### config.mk
export PLATFORM = sky130hd
export DESIGN_NAME = accx_unit
export DESIGN_NICKNAME = d
export VERILOG_FILES = /design/src/rtl/accx_pkg.sv /design/src/rtl/accx_sub.sv /design/src/rtl/accx_shift.sv /design/src/rtl/accx_flags.sv /design/src/rtl/accx_unit.sv
export SDC_FILE = /design/constraint.sdc
export NUM_CORES = 1
export LEC_CHECK = 0
export ABC_AREA = 1
export CAP_MARGIN = 15
export CORE_ASPECT_RATIO = 1.1
export CORE_MARGIN = 5
export CORE_UTILIZATION = 35
export DETAILED_ROUTE_END_ITERATION = 6
export GPL_ROUTABILITY_DRIVEN = 0
export PLACE_DENSITY = 0.86
export SLEW_MARGIN = 5
export SYNTH_ARGS = -nofsm -noshare
export SYNTH_HDL_FRONTEND = slang
export SYNTH_SLANG_ARGS = --single-unit
### constraint.sdc
create_clock -name clk -period 3.2 [get_ports clk]
set_input_delay 0.64 -clock clk [delete_from_list [all_inputs] [get_ports clk]]
set_output_delay 0.64 -clock clk [all_outputs]
set_load 0.01 [all_outputs]
### src/rtl/accx_pkg.sv
// Shared types for the accumulator execute unit.
// Assumes a 3-bit operation code; codes above OP_SWAP are reserved.
package accx_pkg;
    localparam int DATA_W = 8;
    localparam int IDX_W  = 7;

    typedef enum logic [2:0] {
        OP_SUBI = 3'd0,
        OP_SUBR = 3'd1,
        OP_ROTL = 3'd2,
        OP_ROTR = 3'd3,
        OP_SWAP = 3'd4
    } accx_op_e;

    typedef struct packed {
        logic c;
        logic dc;
        logic z;
    } accx_flags_t;
endpackage

### src/rtl/accx_sub.sv
// Two's complement subtractor: diff = min - sub.
// Produces the no-borrow carry out of the top bit and out of the low
// nibble, plus a zero detect. Purely combinational; assumes DATA_W >= 8.
module accx_sub #(
    parameter int DATA_W = 8
) (
    input  logic [DATA_W-1:0] min_i,
    input  logic [DATA_W-1:0] sub_i,
    output logic [DATA_W-1:0] diff_o,
    output logic              nb_full_o,
    output logic              nb_half_o,
    output logic              zero_o
);
    localparam int HALF_W = DATA_W / 2;

    logic [DATA_W:0]   full_sum;
    logic [HALF_W:0]   half_sum;

    // Full-width add of the inverted subtrahend plus one.
    always_comb begin
        full_sum = {1'b0, min_i} + {1'b0, ~sub_i} + {{DATA_W{1'b0}}, 1'b1};
    end

    // Low-nibble add for the half-carry.
    always_comb begin
        half_sum = {1'b0, min_i[HALF_W-1:0]} + {1'b0, ~sub_i[HALF_W-1:0]}
                 + {{HALF_W{1'b0}}, 1'b1};
    end

    assign diff_o    = full_sum[DATA_W-1:0];
    assign nb_full_o = full_sum[DATA_W];
    assign nb_half_o = half_sum[HALF_W];
    assign zero_o    = (full_sum[DATA_W-1:0] == '0);
endmodule

### src/rtl/accx_shift.sv
// Rotate-through-carry and nibble exchange on one byte.
// mode_i: 0 rotate left, 1 rotate right, 2 nibble swap. Combinational.
module accx_shift #(
    parameter int DATA_W = 8
) (
    input  logic [DATA_W-1:0] src_i,
    input  logic              cin_i,
    input  logic [1:0]        mode_i,
    output logic [DATA_W-1:0] res_o,
    output logic              cout_o
);
    localparam int HALF_W = DATA_W / 2;

    // Select one of the three bit permutations.
    always_comb begin
        res_o  = src_i;
        cout_o = cin_i;
        case (mode_i)
            2'd0: begin
                res_o  = {src_i[DATA_W-2:0], cin_i};
                cout_o = src_i[DATA_W-1];
            end
            2'd1: begin
                res_o  = {cin_i, src_i[DATA_W-1:1]};
                cout_o = src_i[0];
            end
            2'd2: begin
                res_o  = {src_i[HALF_W-1:0], src_i[DATA_W-1:HALF_W]};
                cout_o = cin_i;
            end
            default: begin
                res_o  = src_i;
                cout_o = cin_i;
            end
        endcase
    end
endmodule

### src/rtl/accx_flags.sv
// Flag storage: each flag loads its candidate on a strobed edge when its
// own update enable is high. Synchronous active-low reset clears all.
module accx_flags (
    input  logic                  clk,
    input  logic                  rst_n,
    input  logic                  stb_i,
    input  accx_pkg::accx_flags_t nxt_i,
    input  accx_pkg::accx_flags_t upd_i,
    output accx_pkg::accx_flags_t cur_o
);
    // Per-flag conditional load.
    always_ff @(posedge clk) begin
        if (!rst_n) begin
            cur_o <= '0;
        end else if (stb_i) begin
            if (upd_i.c)  cur_o.c  <= nxt_i.c;
            if (upd_i.dc) cur_o.dc <= nxt_i.dc;
            if (upd_i.z)  cur_o.z  <= nxt_i.z;
        end
    end
endmodule

### src/rtl/accx_unit.sv
// Accumulator execute unit top. Selects the operation, routes the result
// to accumulator or register file, and keeps the flags. Assumes the caller
// presents rf_rdata for src_idx in the same cycle.
module accx_unit #(
    parameter int DATA_W = accx_pkg::DATA_W,
    parameter int IDX_W  = accx_pkg::IDX_W
) (
    input  logic              clk,
    input  logic              rst_n,
    input  logic              exec_en,
    input  logic [2:0]        op_code,
    input  logic              to_rf,
    input  logic [DATA_W-1:0] acc_val,
    input  logic [DATA_W-1:0] imm_val,
    input  logic [IDX_W-1:0]  src_idx,
    input  logic [DATA_W-1:0] rf_rdata,
    output logic [DATA_W-1:0] result,
    output logic              acc_we,
    output logic              rf_we,
    output logic [IDX_W-1:0]  rf_waddr,
    output logic              flag_c,
    output logic              flag_dc,
    output logic              flag_z
);
    import accx_pkg::*;

    accx_op_e          op;
    logic [DATA_W-1:0] sub_min;
    logic [DATA_W-1:0] sub_diff;
    logic              sub_nb, sub_nbh, sub_zero;
    logic [DATA_W-1:0] sh_res;
    logic              sh_cout;
    logic [1:0]        sh_mode;
    logic              op_valid;
    accx_flags_t       f_nxt, f_upd, f_cur;

    assign op = accx_op_e'(op_code);

    // Minuend comes from the immediate or from the register operand.
    assign sub_min = (op == OP_SUBI) ? imm_val : rf_rdata;

    accx_sub #(.DATA_W(DATA_W)) u_sub (
        .min_i     (sub_min),
        .sub_i     (acc_val),
        .diff_o    (sub_diff),
        .nb_full_o (sub_nb),
        .nb_half_o (sub_nbh),
        .zero_o    (sub_zero)
    );

    // Map operation to shifter mode.
    always_comb begin
        case (op)
            OP_ROTL: sh_mode = 2'd0;
            OP_ROTR: sh_mode = 2'd1;
            default: sh_mode = 2'd2;
        endcase
    end

    accx_shift #(.DATA_W(DATA_W)) u_shift (
        .src_i  (rf_rdata),
        .cin_i  (f_cur.c),
        .mode_i (sh_mode),
        .res_o  (sh_res),
        .cout_o (sh_cout)
    );

    // Result, flag candidates and flag enables per operation.
    always_comb begin
        op_valid = 1'b1;
        result   = '0;
        f_nxt    = f_cur;
        f_upd    = '0;
        case (op)
            OP_SUBI, OP_SUBR: begin
                result = sub_diff;
                f_nxt  = '{c: sub_nb, dc: sub_nbh, z: sub_zero};
                f_upd  = '{c: 1'b1, dc: 1'b1, z: 1'b1};
            end
            OP_ROTL, OP_ROTR: begin
                result  = sh_res;
                f_nxt.c = sh_cout;
                f_upd.c = 1'b1;
            end
            OP_SWAP: begin
                result = sh_res;
            end
            default: op_valid = 1'b0;
        endcase
    end

    // Destination routing: immediate subtract always targets the accumulator.
    always_comb begin
        acc_we = exec_en && op_valid && ((op == OP_SUBI) || !to_rf);
        rf_we  = exec_en && op_valid && (op != OP_SUBI) && to_rf;
    end

    assign rf_waddr = src_idx;

    accx_flags u_flags (
        .clk   (clk),
        .rst_n (rst_n),
        .stb_i (exec_en),
        .nxt_i (f_nxt),
        .upd_i (f_upd),
        .cur_o (f_cur)
    );

    assign flag_c  = f_cur.c;
    assign flag_dc = f_cur.dc;
    assign flag_z  = f_cur.z;
endmodule

==> flow_metrics.py <==
metrics = {
    "final_layout": {
        "post-route-util_pct": 66.1,
        "top_register": "u_flags.cur_o",
        "top_regs": "u_flags.cur_o x3",
        "area_growth_pct": 83.6,
        "multi_input_area_um2": 791,
        "design_area_mm2": 0.00180,
        "largest_reg_flops": 3,
        "diodes": 0,
        "seqCellArea_um2": 60.1,
        "nNetsFinal": 317,
        "fill_cells": 227,
        "drive_gt1_share_pct": 30.6,
    },
    "critical_path": {
        "r2r-start": "u_flags.cur_o[2]",
        "reg2reg_depth": 4,
        "reg2reg_setup_slack_ps": 2510,
        "end_kind": "output pin",
        "cp.arrival_ps": 2460,
        "cp_max_fo": 3,
        "path_class": "in2out",
        "cp-start-kind": "input pin",
        "required_ps": 2560,
        "r2r-end": "u_flags.cur_o[2]",
    },
    "sta": {
        "setup_tns_ps": 0,
        "finalCritPeriodShare_pct": 97.0,
        "min_period_ps": 3100,
        "slew-limit-headroom_pct": 79.1,
        "grt_setup_unrepaired": "true",
        "hold_viol": 0,
        "maxSlewViolCount": 0,
        "timing.final.ws_setup_ps": 96.1,
        "holdWs_ps": 459,
        "setup_violations": 0,
        "worstMarginPinSlew_ps": 310,
        "skew_ps": 0,
        "fmax_mhz": 322,
    },
    "global_routing": {
        "grt_pass1_vias": 1315,
        "grt_pass1_wl_mm": 5.58,
        "antenna_found_initial": 0,
        "grt_max_degree": 10,
        "grt.overflow.total": 0,
        "grtUsageTotal_pct": 18.3,
    },
    "die": {
        "die_y_um": 65.6,
        "start_util_pct": 36.0,
        "rows": 20,
        "dieArea_mm2": 0.00397,
        "die_x_um": 60.5,
        "io_pins": 58,
        "core_mm2": 0.00273,
    },
    "detailed_routing": {
        "dr.pass1.iters": 4,
        "first_iter_violations": 69,
        "routed_wl_mm": 3.59,
        "via_per_inst": 4.84,
        "drtAntennaViolNets": 0,
        "vias": 1458,
        "wire_per_inst_um": 11.9,
        "drc": 0,
    },
    "min_path": {
        "hold_class": "reg2reg",
        "min_to": "u_flags.cur_o[0]",
        "min_from": "u_flags.cur_o[0]",
        "min_path_cells": 2,
    },
    "logic_synthesis": {
        "ys_seq_elements": 3,
        "synth-seq-area-share_pct": 6.11,
        "syn_inst": 185,
        "ys_warn_count": 0,
        "syn_area_per_cell_um2": 5.31,
        "synth_area_um2": 982,
        "synthesis.nets": 233,
        "yosys.cell_types.count": 20,
    },
    "clock_network": {
        "clk_latency_ps": 250,
        "cts_buffers": 3,
        "cts_tree": "done",
        "cts_buffer_depth": 2,
        "cts.sinks": 3,
        "htreeDepth": 1,
        "root_buffer": "clkbuf_4",
        "path_clk_slew_ps": 50,
    },
    "pwr": {
        "vdd_ir_drop_max_uv": 128,
        "power.leakage_nw": 0.950,
        "p_comb_share_pct": 73.3,
        "power_frac_seq_pct": 9.4,
        "swShare_pct": 40.7,
        "switching_power_uw": 172,
        "p_per_area_mw_per_mm2": 235,
        "clock_power_share_pct": 17.3,
        "power.internal_uw": 251,
    },
    "placed_design": {
        "hpwl_mm": 2.60,
        "portBuffers": 43,
        "place_ws_ps": -836,
        "dpl-instance-area_mm2": 0.00161,
    },
    "job": {
        "maxCapViolCount": 0,
    },
    "status": {
        "status": "completed",
    },
}
[cell usage after synthesis]
cell type,n,area share (%)
inv_1,36,14
nand3b_1,2,1.5
o21ai_0,10,5.1
nand3_1,10,5.1
o21ai_1,14,7.1
buf_4,8,6.1
ha_1,9,11
a21o_1,1,0.76
o22ai_1,9,5.7
nor2_4,2,2.3
dfxtp_1,3,6.1
nor2_1,19,7.3
nand2_2,1,0.64
nand4_1,1,0.64
fa_1,1,2.0
nand2_1,46,18
inv_2,2,0.76
a21oi_1,8,4.1
nor3_1,2,1.0
o21ai_2,1,0.89
[layout make-up]
type                    instances  share of cell area [%]
multi-input cells             136                    43.9
repair buffers                 87                    41.2
inverters                      38                    7.91
flip-flops and latches          3                    3.33
well taps                      33                    2.29
clock buffers                   4                    1.46
[worst max-delay path: stages]
cell and delay (ps):
clkdlybuf4s50_1 460, inv_1 70, o21ai_2 160, ha_1 290
a21oi_2 170, nand2_2 90, nand2_1 120, nand2_1 70
nand2_1 80, nand2_2 60, o21ai_1 100, buf_2 150
[kinds of logic after synthesis]
family / synth area share (%)
AO/OA/AOI/OAI: 23.7
adder cells (fa/ha/maj): 13.5
buffers and inverters: 20.6
flip-flops: 6.11
AND/OR/NAND/NOR: 36.1
[per-stage QoR]
stage	std cells	power [mW]
global route	301	0.462
floorplan	185	0.179
global placement	282	0.304
finish	301	0.423
CTS	296	0.396
detailed placement	282	0.307
[worst max-delay path by stage]
| stage | slack (ps) | to | startpoint | depth (start not counted) |
|---|---|---|---|---|
| floorplan | 130 | result[4] | op_code[2] | 13 |
| global placement | -760 | result[6] | op_code[2] | 17 |
| detailed placement | -840 | result[4] | op_code[1] | 15 |
| CTS | 40 | result[7] | op_code[1] | 19 |
| global route | -40 | result[7] | op_code[2] | 16 |
| finish | 100 | result[7] | rf_rdata[2] | 12 |
[cell usage in the layout (no fill, tap or decap), drive strengths merged]
| cell | Yosys | routed |
|---|---|---|
| buf | 8 | 50 |
| nand2 | 47 | 47 |
| inv | 38 | 38 |
| clkdlybuf4s50 | 0 | 33 |
| o21ai | 25 | 25 |
| nor2 | 21 | 21 |
| nand3 | 10 | 10 |
| o22ai | 9 | 9 |
| ha | 9 | 9 |
| a21oi | 8 | 8 |
| clkbuf | 0 | 5 |
| dlygate4sd2 | 0 | 3 |
| dfxtp | 3 | 3 |
| nand3b | 2 | 2 |
| nor3 | 2 | 2 |
| nand4 | 1 | 1 |
| a21o | 1 | 1 |
| fa | 1 | 1 |
[power by group through the flow]
stage / clock network [mW] / logic, mW / registers (mW)
floorplan: 0 / 0.138 / 0.0410
global placement: 0 / 0.264 / 0.0403
detailed placement: 0 / 0.267 / 0.0404
CTS: 0.0742 / 0.282 / 0.0397
global route: 0.0806 / 0.342 / 0.0399
finish: 0.0732 / 0.310 / 0.0397
[metal layers]
layer	track usage [%]	wire [µm]	up-vias
met2	31.5	1820	64
met4	8.13	87	0
met3	4.32	273	10
met5	0	0	-
met1	20.9	1410	625
li1	-	-	759
[timing repair]
item / in CTS / in global routing
hold buffers: 0 / 0
pin swaps: 18 / 17
setup buffers: 10 / 5
gates resized for setup: 46 / 18
endpoints found under the setup margin: 8 / 7
Power figures use the tool's default switching activity.
